### config.mk
export PLATFORM = sky130hd
export DESIGN_NAME = tcm_parity_monitor
export DESIGN_NICKNAME = d
export VERILOG_FILES = /design/src/rtl/tpm_pkg.sv /design/src/rtl/tpm_defect_gate.sv /design/src/rtl/tpm_parity_cmp.sv /design/src/rtl/tpm_sat_accum.sv /design/src/rtl/tpm_sticky_irq.sv /design/src/rtl/tcm_parity_monitor.sv
export SDC_FILE = /design/constraint.sdc
export NUM_CORES = 1
export LEC_CHECK = 0
export BUFFER_PORTS_ARGS = -buffer_cell sky130_fd_sc_hd__buf_2
export CORE_MARGIN = 1
export CORE_UTILIZATION = 31
export DETAILED_ROUTE_END_ITERATION = 7
export PLACE_DENSITY = 0.59
export SYNTH_ARGS = -nofsm -noshare
export SYNTH_HDL_FRONTEND = slang
export SYNTH_SLANG_ARGS = --single-unit
### constraint.sdc
create_clock -name clk -period 6.15 [get_ports clk]
set_input_delay 0.3075 -clock clk [delete_from_list [all_inputs] [get_ports clk]]
set_output_delay 0.3075 -clock clk [all_outputs]
set_load 0.005 [all_outputs]
### src/rtl/tpm_pkg.sv
package tpm_pkg;

   localparam int DEF_N = 8;

   // Bit positions of the defect vector inside the block.
   typedef enum int unsigned {
      D_LOF = 0,
      D_LOS = 1,
      D_AIS = 2,
      D_OCI = 3,
      D_LTC = 4,
      D_LCK = 5,
      D_OOF = 6,
      D_IAE = 7
   } def_idx_e;

   function automatic int unsigned cnt_bits(input int unsigned n);
      return $clog2(n + 1);
   endfunction

endpackage

### src/rtl/tpm_defect_gate.sv
module tpm_defect_gate
   import tpm_pkg::*;
(
   input  logic [DEF_N-1:0] defects,
   input  logic             oof_en,
   input  logic             iae_en,
   output logic             pause
);

   logic [DEF_N-1:0] qual;

   always_comb begin
      qual         = '1;
      qual[D_OOF]  = oof_en;
      qual[D_IAE]  = iae_en;
      pause        = |(defects & qual);
   end

endmodule

### src/rtl/tpm_parity_cmp.sv
module tpm_parity_cmp #(
   parameter int BYTE_W = 8,
   parameter int CW     = 4
) (
   input  logic              vld,
   input  logic              pause,
   input  logic [BYTE_W-1:0] calc,
   input  logic [BYTE_W-1:0] rx,
   output logic [CW-1:0]     bit_inc,
   output logic              blk_inc
);

   if (CW < $clog2(BYTE_W + 1)) begin : g_bad_cw
      $error("tpm_parity_cmp: CW too narrow for BYTE_W");
   end

   logic [BYTE_W-1:0] diff;
   logic [CW-1:0]     psum [BYTE_W+1];

   assign diff    = (vld && !pause) ? (calc ^ rx) : '0;
   assign psum[0] = '0;

   for (genvar i = 0; i < BYTE_W; i++) begin : g_pop
      assign psum[i+1] = psum[i] + CW'(diff[i]);
   end

   assign bit_inc = psum[BYTE_W];
   assign blk_inc = |diff;

endmodule

### src/rtl/tpm_sat_accum.sv
module tpm_sat_accum #(
   parameter int W  = 24,
   parameter int IW = 4
) (
   input  logic          clk,
   input  logic          rst_n,
   input  logic          xfer,
   input  logic          clr_mode,
   input  logic [IW-1:0] inc,
   output logic [W-1:0]  acc,
   output logic [W-1:0]  cache
);

   if (IW >= W) begin : g_bad_w
      $error("tpm_sat_accum: increment must be narrower than accumulator");
   end

   logic [W-1:0] base;
   logic [W:0]   sum;
   logic [W-1:0] nxt;

   always_comb begin
      base = (xfer && clr_mode) ? '0 : acc;
      sum  = {1'b0, base} + {{(W + 1 - IW){1'b0}}, inc};
      nxt  = sum[W] ? {W{1'b1}} : sum[W-1:0];
   end

   always_ff @(posedge clk or negedge rst_n) begin
      if (!rst_n) begin
         acc   <= '0;
         cache <= '0;
      end else begin
         acc <= nxt;
         if (xfer) cache <= acc;
      end
   end

   p_cache_hold_r3: assert property (@(posedge clk) disable iff (!rst_n)
      !xfer |=> $stable(cache));

   p_cache_load_r3: assert property (@(posedge clk) disable iff (!rst_n)
      xfer |=> cache == $past(acc));

   p_restart_r4: assert property (@(posedge clk) disable iff (!rst_n)
      (xfer && clr_mode) |=> acc == {{(W - IW){1'b0}}, $past(inc)});

   p_retain_r5: assert property (@(posedge clk) disable iff (!rst_n)
      (xfer && !clr_mode) |=> acc >= $past(acc));

   p_no_wrap_r6: assert property (@(posedge clk) disable iff (!rst_n)
      !(xfer && clr_mode) |=> acc >= $past(acc));

endmodule

### src/rtl/tpm_sticky_irq.sv
module tpm_sticky_irq (
   input  logic clk,
   input  logic rst_n,
   input  logic err,
   input  logic clr,
   input  logic mask,
   output logic sts,
   output logic irq
);

   always_ff @(posedge clk or negedge rst_n) begin
      if (!rst_n) sts <= 1'b0;
      else        sts <= err | (sts & ~clr);
   end

   assign irq = sts & mask;

   p_sts_set_r9: assert property (@(posedge clk) disable iff (!rst_n)
      err |=> sts);

   p_sts_clr_r9: assert property (@(posedge clk) disable iff (!rst_n)
      (clr && !err) |=> !sts);

   p_sts_keep_r9: assert property (@(posedge clk) disable iff (!rst_n)
      (sts && !clr) |=> sts);

endmodule

### src/rtl/tcm_parity_monitor.sv
module tcm_parity_monitor
   import tpm_pkg::*;
#(
   parameter int BYTE_W = 8,
   parameter int BIT_W  = 24,
   parameter int BLK_W  = 20
) (
   input  logic              clk,
   input  logic              rst_n,
   input  logic              frame_vld,
   input  logic [BYTE_W-1:0] calc_par,
   input  logic [BYTE_W-1:0] rx_par,
   input  logic              sec_tick,
   input  logic              clear_on_xfer,
   input  logic              lof,
   input  logic              los,
   input  logic              ais,
   input  logic              oci,
   input  logic              ltc,
   input  logic              lck,
   input  logic              oof,
   input  logic              iae,
   input  logic              oof_gate_en,
   input  logic              iae_gate_en,
   input  logic              sts_clr,
   input  logic              irq_mask,
   output logic [BIT_W-1:0]  bit_cache,
   output logic [BLK_W-1:0]  blk_cache,
   output logic              err_sts,
   output logic              irq
);

   localparam int CW = cnt_bits(BYTE_W);

   if (BLK_W < 2) begin : g_bad_blk
      $error("tcm_parity_monitor: BLK_W must be at least 2");
   end

   logic [DEF_N-1:0] defects;
   logic             pause;
   logic [CW-1:0]    bit_inc;
   logic             blk_inc;
   logic [BIT_W-1:0] bit_acc;
   logic [BLK_W-1:0] blk_acc;

   always_comb begin
      defects        = '0;
      defects[D_LOF] = lof;
      defects[D_LOS] = los;
      defects[D_AIS] = ais;
      defects[D_OCI] = oci;
      defects[D_LTC] = ltc;
      defects[D_LCK] = lck;
      defects[D_OOF] = oof;
      defects[D_IAE] = iae;
   end

   tpm_defect_gate u_gate (
      .defects (defects),
      .oof_en  (oof_gate_en),
      .iae_en  (iae_gate_en),
      .pause   (pause)
   );

   tpm_parity_cmp #(.BYTE_W(BYTE_W), .CW(CW)) u_cmp (
      .vld     (frame_vld),
      .pause   (pause),
      .calc    (calc_par),
      .rx      (rx_par),
      .bit_inc (bit_inc),
      .blk_inc (blk_inc)
   );

   tpm_sat_accum #(.W(BIT_W), .IW(CW)) u_bit_acc (
      .clk      (clk),
      .rst_n    (rst_n),
      .xfer     (sec_tick),
      .clr_mode (clear_on_xfer),
      .inc      (bit_inc),
      .acc      (bit_acc),
      .cache    (bit_cache)
   );

   tpm_sat_accum #(.W(BLK_W), .IW(1)) u_blk_acc (
      .clk      (clk),
      .rst_n    (rst_n),
      .xfer     (sec_tick),
      .clr_mode (clear_on_xfer),
      .inc      (blk_inc),
      .acc      (blk_acc),
      .cache    (blk_cache)
   );

   tpm_sticky_irq u_sts (
      .clk  (clk),
      .rst_n(rst_n),
      .err  (blk_inc),
      .clr  (sts_clr),
      .mask (irq_mask),
      .sts  (err_sts),
      .irq  (irq)
   );

   p_pause_hold_r7: assert property (@(posedge clk) disable iff (!rst_n)
      (pause && !sec_tick) |=> ($stable(bit_acc) && $stable(blk_acc)));

   p_idle_hold_r12: assert property (@(posedge clk) disable iff (!rst_n)
      (!frame_vld && !sec_tick) |=> ($stable(bit_acc) && $stable(blk_acc)));

   p_irq_gate_r10: assert property (@(posedge clk) disable iff (!rst_n)
      !err_sts |-> !irq);

endmodule

## Word-level counts from Yosys, hierarchy flattened

Cells that the tools add are included.

- Register bits after elaboration: 89
- Input port bits: 33
- Word-level logic and storage cells: 30

- Mux-type cells: 5
- Bitwise logic cells: 6
- Reductions and logical operators: 5
- $add $sub $neg: 9

Operator list:

| operator | count |
|---|---|
| two-way mux 24 bit | 2 |
| two-way mux 20 bit | 2 |
| adder 24 x 4 -> 25 bit | 1 |
| adder 4 x 1 -> 4 bit | 6 |
| adder 20 x 1 -> 21 bit | 1 |
| OR reduction 8 bit | 2 |
| bitwise AND 8 bit | 1 |
| two-way mux 8 bit | 1 |
| XOR 8 bit | 1 |
| adder 1 x 1 -> 2 bit | 1 |
| bitwise AND 1 bit | 2 |
| logical AND 1 bit | 2 |
| logical NOT 1 bit | 1 |
| NOT 1 bit | 1 |
| bitwise OR 1 bit | 1 |

## Longest topological paths before layout

Gate-level depths: netlist of run 1.

- Depth after elaboration: 14
- Depth in mapped cells: 20
- Depth with buffers taken out: 19

## Cells and area by module

A second synthesis of run 1 with hierarchy kept.

- Cell total of the unflattened synthesis: 401
- Area, all modules: 4570.6 µm²

Modules (own cells, without submodules):

| module | times used | sequential area each (µm²) | cells an instance | area an instance (µm²) |
|---|---|---|---|---|
| tpm_sat_accum (u_bit_acc) | 1 | 1201.2 | 200 | 2337.2 |
| tpm_sat_accum (u_blk_acc) | 1 | 1001.0 | 152 | 1835.5 |
| tpm_parity_cmp | 1 | 0.0 | 41 | 326.6 |
| tpm_sticky_irq | 1 | 25.0 | 4 | 42.5 |
| tpm_defect_gate | 1 | 0.0 | 4 | 28.8 |

## Worst setup path before layout of run 1

OpenSTA, ideal clock, no wires.

- Kind: input to register
- Start point: in los
- End point: reg u_bit_acc.acc[18]
- Slack: 1.185 ns
- Stages on the path: 18
- Arrival: 4.829 ns
- Cells stage by stage: nor4b_1 nand2_1 nor4_2 and2_1 ha_1 inv_1 fa_1 fa_1 fa_1 inv_1 fa_1 fa_1 a21o_2 a21oi_2 nor3_1 nand2_2 buf_4 o21ai_0

- Cells in the longest elaborated chain, start to end: 14

RTL lines:

| what | RTL line | source |
|---|---|---|
| start, declared | tcm_parity_monitor.sv:16 | `input logic los,` |
| bitwise AND 8 bit * | tpm_defect_gate.sv:16 | `pause = \|(defects & qual);` |
| OR reduction 8 bit * | tpm_defect_gate.sv:16 |  |
| logical NOT 1 bit * | tpm_parity_cmp.sv:20 | `assign diff = (vld && !pause) ? (calc ^ rx) : '0;` |
| logical AND 1 bit * | tpm_parity_cmp.sv:20 |  |
| two-way mux 8 bit * | tpm_parity_cmp.sv:20 |  |
| adder 1 x 1 -> 2 bit | tpm_parity_cmp.sv:24 | `assign psum[i+1] = psum[i] + CW'(diff[i]);` |
| adder 4 x 1 -> 4 bit (5 in series) | tpm_parity_cmp.sv:24 |  |
| adder 4 x 1 -> 4 bit * | tpm_parity_cmp.sv:24 |  |
| adder 24 x 4 -> 25 bit * | tpm_sat_accum.sv:24 | `sum = {1'b0, base} + {{(W + 1 - IW){1'b0}}, inc};` |
| two-way mux 24 bit * | tpm_sat_accum.sv:25 | `nxt = sum[W] ? {W{1'b1}} : sum[W-1:0];` |
| named net u_bit_acc.nxt[18] | tpm_sat_accum.sv:20 | `logic [W-1:0] nxt;` |
| end signal, assigned | tpm_sat_accum.sv:33 | `acc <= nxt;` |
| end, declared | tpm_sat_accum.sv:10 | `output logic [W-1:0] acc,` |

Mark *: on every way through the listed nets, which the timed path passes. The rest lies on a longest branch.
A chain may end at the register's enable or synchronous reset.

## Final worst setup path of run 1

- Start point: in los
- End point: reg u_bit_acc.acc[6]

The elaborated chain is that of the path after synthesis.

==> flow_summary.yaml, run 1 <==
run_status:
  status: "finished, final reports clean"
sta:
  post-route-period-util_pct: 81.5
  rsz0062_at_grt: "no"
  hold_viol: 0
  drv_slew: 0
  relSlewSlack_pct: 25.2
  fmax_mhz: 200
  finalCriticalPeriod_ns: 5.01
  clock-skew-final_ns: 0.00736
  setup_viol: 0
  worst_slew_pin_slew_ns: 1.12
  fin_tns_setup_ns: 0
clock_tree:
  numCtsBuffers: 9
  htreeDepth: 3
  clock_sinks: 89
  cts-resized-gates: 0
  clk_pin_slew_worst_paths_ns: 0.06
  root_buffer: "clkbuf_16"
  clk_latency_ns: 0.34
  cts_hold_buf: 0
  cts_tree: "built"
  cts.path.max_buffers: 2
  post_cts_buffers: 0
floorplan:
  io_pins: 79
  initial_core_util_pct: 31.8
  rows: 43
  core_um2: 13900
  die_w_um: 121
  die_area_um2: 14700
  die_h_um: 121
finish:
  diodes: 0
  multiInputGateArea_um2: 2060
  nNetsFinal: 505
  stdcell_count: 642
  area_growth_pct: 18.6
  drive_above_1_share_pct: 33.8
  seqCellArea_um2: 2230
  n_fill_cell: 1346
job:
  maxCapViolCount: 0
logic_synthesis:
  syn_area_per_cell_um2: 11.6
  ys_seq_area_share_pct: 50.4
  synth_top_area_cell: "dfrtp_1"
  synth_edf_count: 0
  synthArstFlopShare_pct: 100
  synth_seq_cells: 89
  yosys_warnings: 0
  ys_types: 58
  synth_top_area_share_pct: 50.4
  syn_inst: 380
  syn-num-nets: 428
  syn-cell-area_um2: 4420
  synthFlopType: "dfrtp_1"
  synth.area.top_cells: "dfrtp_1 (50%), mux2_2 (11%), xnor2_1 (4.0%)"
detailed_routing:
  drtIter0Drc: 171
  wl_um: 8980
  drcViolationCount: 0
  post_drt_wl_per_cell_um: 14.0
  num_vias: 3069
  postRouteAntennaNets: 0
  drt_pass1_iterations: 4
  via_per_inst: 4.78
pwr:
  comb_power_share_pct: 4.3
  seqPwrFrac_pct: 51.6
  leakagePower_nw: 2.65
  irDropWorstVdd_mv: 0.122
  clockPowerShare_pct: 44.2
  p_sw_w: 0.000251
  sw_frac_of_total_pct: 22.0
  internal-power_w: 0.000890
  power.density_nw_per_um2: 218
placement:
  hpwl_um: 6040
  dp_cells: 626
  port-buffer-count: 78
  place.gp.congestion: 0.827
global_route:
  grt_pass1_wl_um: 15600
  first_global_vias: 3284
  antenna_found_initial: 0
  grt-ovfl-total: 0
  grt_use_total_pct: 13.6
  grt_max_degree: 90
setup_path:
  endpoint_kind: "flip-flop"
  cp_common_cell: "fa_1"
  cpMaxStageDelayCell: "nor4_2"
  worstRegToRegCells: 9
  cp_data_required_time_ns: 6.31
  path_max_fanout: 19
  max_stage_delay_ns: 0.47
  worst_setup_path_start_kind: "input pin"
  critPathKind: "input pin to flip-flop"
  arrival_ns: 5.17
  cp_cell_sequence: "buf_2 > nor4b_1 > nand2_1 > nor4_2 > and2_1 > ha_1 > inv_1 > fa_1 > fa_1 > fa_1 > inv_1 > fa_1 > fa_1 > a21o_2 > a21oi_2 > buf_4 > nor3_1 > nand2_2 > o21ai_0"
worst_hold_path:
  hp-class: "input pin to async pin"
==> kinds of logic after synthesis <==
family | Yosys count | share of synthesized area [%]
buffers and inverters | 26 | 3.03
adders and majority gates | 15 | 5.10
AOI/OAI and AO/OA | 47 | 6.74
DFF | 89 | 50.4
and+or+nand+nor | 118 | 15.4
muxes | 45 | 11.4
xor gates and xnor gates | 40 | 7.93
==> synth_stat cells (4+ instances only) <==
master and count:
buf_1 5, a21oi_1 7, nand2_1 40, xnor2_1 20, fa_1 5, mux2_2 44, nand3_1 8, dfrtp_1 89
nor2b_1 4, nor3_1 8, and2_1 9, ha_1 10, o21ai_0 19, nand2b_1 4, nor4_1 5, nor2_1 10
xor2_1 20, inv_1 11
==> state kept, by name, indices dropped and copies added, names as in the netlist <==
signal / flops
u_sts.sts: 1
u_bit_acc.acc: 24
u_blk_acc.cache: 20
u_bit_acc.cache: 24
u_blk_acc.acc: 20
==> critical path: cells and delay by family <==
family	cells	cell delay, ns
buf+inv	4	0.44
fa+ha+maj	6	2.40
compound gates	3	0.55
simple gates	6	1.49
==> power groups by stage <==
stage | clock network [W] | logic, W | registers, W
finish | 0.000504 | 0.0000487 | 0.000588
global route | 0.000549 | 0.0000561 | 0.000588
CTS | 0.000524 | 0.0000508 | 0.000588
detailed placement | 0 | 0.0000505 | 0.000599
global placement | 0 | 0.0000494 | 0.000599
floorplan | 0 | 0.0000217 | 0.000599
==> worst paths after layout <==
path                                       startpoint                         endpoint  slack (ns)
setup / recovery                                  los       u_bit_acc.acc[6]$_DFF_PN0_        1.14
hold / removal                                  rst_n  u_blk_acc.cache[16]$_DFFE_PN0P_        0.16
setup reg to reg           u_bit_acc.acc[0]$_DFF_PN0_       u_bit_acc.acc[6]$_DFF_PN0_        3.70
hold reg to reg            u_blk_acc.acc[0]$_DFF_PN0_   u_blk_acc.cache[0]$_DFFE_PN0P_        0.49
max in group asynchronous                       rst_n      u_bit_acc.acc[22]$_DFF_PN0_        5.25
min in group clk                              sts_clr              u_sts.sts$_DFF_PN0_        0.24
==> layout by cell type, fill, tap and decap left out, drive strengths merged, types with 6 or more instances in the layout <==
master and count:
dfrtp 89, buf 81, mux2 44, nand2 41, o21ai 24, xor2 20, xnor2 20, clkbuf 12
inv 11, nand3 11, nor2 10, ha 10, nor3 10, and2 9, a21oi 9, nor4 6
==> area by class of cell <==
cell class              count  area share (%)
inverters                  11           0.788
clock buffers              12            4.70
multi-input cells         265            39.3
clock inverters             4           0.549
well taps                 180            4.30
flip-flops and latches     89            42.5
repair buffers             81            7.92
==> per-layer routing <==
layer	wire, um	part of all wire [%]	up-vias	global-route usage [%]
li1	-	-	1476	-
met1	3870	43	1493	16.4
met2	4530	50	80	22.7
met3	408	4.5	20	3.95
met4	169	1.9	0	5.48
met5	0	0	-	0
==> per-stage QoR <==
| stage | hold WS (ns) | utilization [%] | area (um^2) | setup slack (ns) | total power [W] |
|---|---|---|---|---|---|
| floorplan | 0.0119 | - | 4420 | 1.19 | 0.000621 |
| global placement | 0.481 | 35.8 | 4970 | 0.848 | 0.000649 |
| detailed placement | 0.485 | 35.8 | 4970 | 0.768 | 0.000650 |
| CTS | 0.232 | 37.8 | 5240 | 1.07 | 0.00116 |
| global route | 0.265 | 37.8 | 5240 | 0.611 | 0.00119 |
| finish | 0.164 | 37.8 | 5240 | 1.14 | 0.00114 |
No activity file was read; power rests on OpenSTA's default activity.
==> inputs of run 2 (changes only) <==
- clock period: 6.15 -> 5.2 ns (I/O delays scaled with it)
==> flow_summary.yaml, run 2 (synthesis gave the netlist of run 1 again) <==
run_status:
  status: "finished, final reports clean"
floorplan:
  rows: 43
  core_um2: 13900
  die_w_um: 121
  die_h_um: 121
  die_area_um2: 14700
  io_pins: 79
  initial_core_util_pct: 31.8
clock_tree:
  htreeDepth: 3
  post_cts_buffers: 0
  cts_tree: "built"
  root_buffer: "clkbuf_16"
  clk_pin_slew_worst_paths_ns: 0.06
  clock_sinks: 89
  cts-resized-gates: 0
  cts.path.max_buffers: 2
  numCtsBuffers: 9
  clk_latency_ns: 0.33
  cts_hold_buf: 1
sta:
  relSlewSlack_pct: 30.1
  setup_viol: 0
  fin_tns_setup_ns: 0
  rsz0062_at_grt: "no"
  fmax_mhz: 219
  drv_slew: 0
  finalCriticalPeriod_ns: 4.57
  hold_viol: 0
  worst_slew_pin_slew_ns: 1.05
  post-route-period-util_pct: 87.9
  clock-skew-final_ns: 0.00539
setup_path:
  r2r_end: "u_blk_acc.acc[0]$_DFF_PN0_"
  critPathKind: "input pin to flip-flop"
  regToRegSetupSlack_ns: 2.85
  cp_cell_sequence: "buf_2 > nor4b_1 > nand2_1 > nor4_2 > and2_1 > ha_1 > inv_1 > fa_1 > fa_1 > fa_1 > inv_1 > fa_1 > ha_1 > a211o_1 > a21oi_2 > nor4b_1 > xnor2_1 > o21ai_2"
  cpMaxStageDelayCell: "a21oi_2"
  path_max_fanout: 10
  worst_setup_path_start_kind: "input pin"
  worstRegToRegCells: 8
  endpoint_kind: "flip-flop"
  arrival_ns: 4.76
  r2r-start: "u_blk_acc.acc[0]$_DFF_PN0_"
  cp_common_cell: "fa_1"
  max_stage_delay_ns: 0.48
  cp_data_required_time_ns: 5.39
detailed_routing:
  wl_um: 8980
  drt_pass1_iterations: 4
  num_vias: 3043
  via_per_inst: 4.72
  postRouteAntennaNets: 0
  drtIter0Drc: 106
  drcViolationCount: 0
  post_drt_wl_per_cell_um: 13.9
finish:
  n_fill_cell: 1380
  top_regs: "u_bit_acc.acc (24), u_bit_acc.cache (24)"
  seqCellArea_um2: 2230
  final_common_cell: "dfrtp_1"
  drive_above_1_share_pct: 33.8
  multiInputGateArea_um2: 2060
  nNetsFinal: 508
  design_area_um2: 5320
  layout_common_cells: "dfrtp_1 (89), buf_2 (77), mux2_2 (44)"
  diodes: 0
  area_growth_pct: 20.3
placement:
  hpwl_um: 6250
  placed_area_um2: 4980
  port-buffer-count: 78
  place.gp.congestion: 0.793
worst_hold_path:
  hp-class: "input pin to flip-flop"
  hold-path-endpoint: "u_sts.sts$_DFF_PN0_"
  whs_path_depth: 3
  min_from: "sts_clr"
job:
  maxCapViolCount: 0
global_route:
  grt-ovfl-total: 0
  grt_pass1_wl_um: 15300
  grt_use_total_pct: 13.5
  grt_max_degree: 55
  first_global_vias: 3151
  antenna_found_initial: 0
pwr:
  power.density_nw_per_um2: 273
  leakagePower_nw: 2.69
  irDropWorstVdd_mv: 0.207
  power_w: 0.00145
[run 2: how the worst max path moves through the flow]
stage | start | cells past startpoint | endpoint
4_1_cts | los | 18 | u_bit_acc.acc[17]$_DFF_PN0_
6_report | los | 18 | u_bit_acc.acc[17]$_DFF_PN0_
5_1_grt | los | 19 | u_bit_acc.acc[10]$_DFF_PN0_
3_3_place_gp | los | 18 | u_bit_acc.acc[17]$_DFF_PN0_
2_1_floorplan | los | 18 | u_bit_acc.acc[18]$_DFF_PN0_
3_5_place_dp | los | 18 | u_bit_acc.acc[17]$_DFF_PN0_
[run 2: cell type report]
| class | count | area share (%) |
|---|---|---|
| sequential | 89 | 41.9 |
| timing repair buffer | 84 | 8.28 |
| clock inverter | 2 | 1.13 |
| clock buffer | 14 | 4.97 |
| multi-input combinational | 265 | 38.7 |
| inverter | 11 | 0.777 |
| tap | 180 | 4.24 |
[run 2: where the power goes]
| group | switching, W | total, W | internal (W) |
|---|---|---|---|
| Combinational | 0.0000364 | 0.0000587 | 0.0000223 |
| Sequential | 0.00000124 | 0.000696 | 0.000695 |
| Clock | 0.000248 | 0.000696 | 0.000448 |
[run 2: worst max-delay path: cells and delay by family]
family	cells	cell delay, ns
compound gates	3	0.82
fa+ha+maj	6	2.26
xor+xnor	1	0.20
simple gates	5	0.96
buf+inv	3	0.24
[run 2: per-layer routing]
metal	wire [um]	GRT usage (%)	vias to the layer above
li1	-	-	1476
met1	4040	16.7	1508
met2	4520	22.5	51
met3	325	4.32	8
met4	95	3.55	0
met5	0	0	-
[run 2: metrics by stage]
stage	std cells	hold slack, ns	utilization (%)	worst slack [ns]
floorplan	380	-0.0356	-	0.283
CTS	645	0.182	38.3	0.632
global route	645	0.211	38.3	0.173
global placement	628	0.242	35.9	0.356
finish	645	0.193	38.3	0.631
detailed placement	628	0.250	35.9	0.270
==> inputs of run 3 (changes only) <==
- CORE_ASPECT_RATIO: default -> 0.6
==> flow_summary.yaml, run 3 (synthesis gave the netlist of run 1 again) <==
run_status:
  status: "finished, final reports clean"
setup_path:
  path_max_fanout: 19
  arrival_ns: 4.83
  worst_setup_path_start_kind: "input pin"
  regToRegSetupSlack_ns: 2.80
  endpoint_kind: "flip-flop"
  cp_data_required_time_ns: 5.36
  critPathKind: "input pin to flip-flop"
detailed_routing:
  postRouteAntennaNets: 0
  via_per_inst: 4.66
  post_drt_wl_per_cell_um: 14.4
  drcViolationCount: 0
  num_vias: 3054
  drtIter0Drc: 171
  wl_um: 9440
  drt_pass1_iterations: 4
clock_tree:
  root_buffer: "clkbuf_16"
  post_cts_buffers: 0
  clk_pin_slew_worst_paths_ns: 0.07
  clk_latency_ns: 0.34
  cts_hold_buf: 1
  numCtsBuffers: 9
  clock_sinks: 89
  cts.path.max_buffers: 2
  htreeDepth: 3
  cts_tree: "built"
  cts-resized-gates: 0
pwr:
  seqPwrFrac_pct: 49.2
  irDropWorstVdd_mv: 0.168
  power.density_nw_per_um2: 266
  power_w: 0.00141
  p_sw_w: 0.000321
  leakagePower_nw: 2.67
  clockPowerShare_pct: 46.6
  internal-power_w: 0.00109
  comb_power_share_pct: 4.1
  sw_frac_of_total_pct: 22.7
sta:
  whs_ns: 0.207
  relSlewSlack_pct: 25.0
  worst_slew_pin_slew_ns: 1.12
  finalCriticalPeriod_ns: 4.67
  post-route-period-util_pct: 89.9
  rsz0062_at_grt: "no"
  fmax_mhz: 214
  setup_viol: 0
  drv_slew: 0
  clock-skew-final_ns: 0.0104
  fin_tns_setup_ns: 0
  hold_viol: 0
floorplan:
  rows: 33
  die_w_um: 156
  core_um2: 13800
  initial_core_util_pct: 32.0
  die_area_um2: 14800
  io_pins: 79
  die_h_um: 94.5
finish:
  diodes: 0
  area_growth_pct: 20.0
  nNetsFinal: 507
  drive_above_1_share_pct: 34.3
  design_area_um2: 5300
  final_common_cell: "dfrtp_1"
  top_regs: "u_bit_acc.acc (24), u_bit_acc.cache (24)"
  layout_common_cells: "dfrtp_1 (89), buf_2 (77), mux2_2 (44)"
  stdcell_count: 656
placement:
  hpwl_um: 6490
  placed_area_um2: 4990
  dp_cells: 639
  port-buffer-count: 78
  place.gp.congestion: 0.782
global_route:
  grt-ovfl-total: 0
  grt_use_total_pct: 14.1
  grt_max_degree: 62
  grt_pass1_wl_um: 16100
  first_global_vias: 3194
  antenna_found_initial: 0
worst_hold_path:
  hp-class: "input pin to flip-flop"
job:
  maxCapViolCount: 0
==> run 3: changes by cell type in the layout (fill, tap and decap cells not counted), sizes merged <==
cell | previous run | this run
bufinv | 2 | 1
clkinv | 0 | 2
clkbuf | 14 | 9
clkinvlp | 0 | 3
inv | 11 | 12
buf | 83 | 82
==> run 3: final cells by class <==
class                      instances  area [um^2]
sequential                        89         2230
fill                            1366         8490
clock buffer                       9          225
inverter                          11         41.3
timing repair buffer              83          433
tap                              192          240
clock inverter                     7         78.8
multi-input combinational        265         2060
==> run 3: stage by stage <==
step | setup WS (ns) | utilization, %
2_1_floorplan | 0.283 | -
3_3_place_gp | 0.350 | 36.2
3_5_place_dp | 0.216 | 36.2
4_1_cts | 0.570 | 38.5
5_1_grt | 0.210 | 38.5
6_report | 0.528 | 38.5
==> run 3: critical path, stage by stage <==
cell and delay [ns]:
buf_2 0.10, nor4b_1 0.27, nand2_1 0.10, nor4_2 0.25, and2_1 0.21, ha_1 0.23
inv_1 0.07, fa_1 0.42, fa_1 0.46, fa_1 0.37, inv_1 0.10, fa_1 0.47
fa_1 0.49, a21o_2 0.24, a21oi_2 0.15, nor3_1 0.11, nand2_2 0.33, o21ai_0 0.20
==> run 3: power groups by stage <==
stage	combinational, W	sequential [W]	clock, W
6_report	0.0000586	0.000695	0.000658
5_1_grt	0.0000668	0.000695	0.000708
4_1_cts	0.0000606	0.000695	0.000677
3_5_place_dp	0.0000599	0.000709	0
3_3_place_gp	0.0000583	0.000709	0
2_1_floorplan	0.0000256	0.000709	0
==> run 3: path summary, 6_finish.rpt <==
| kind | cells past startpoint | startpoint | to |
|---|---|---|---|
| hold / removal | 3 | sts_clr | u_sts.sts$_DFF_PN0_ |
| setup reg to reg | 8 | u_blk_acc.acc[0]$_DFF_PN0_ | u_blk_acc.acc[0]$_DFF_PN0_ |
| max in group asynchronous | 3 | rst_n | u_bit_acc.acc[8]$_DFF_PN0_ |
| hold reg to reg | 1 | u_blk_acc.cache[14]$_DFFE_PN0P_ | u_blk_acc.cache[14]$_DFFE_PN0P_ |
| setup / recovery | 18 | los | u_bit_acc.acc[7]$_DFF_PN0_ |
| min in group asynchronous | 2 | rst_n | u_blk_acc.cache[11]$_DFFE_PN0P_ |
==> run 3: routing by layer <==
metal / wire length, um / track usage, %
met1: 4540 / 18.6
met2: 4400 / 22.7
met4: 79 / 3.68
met3: 424 / 3.90
met5: 0 / 0
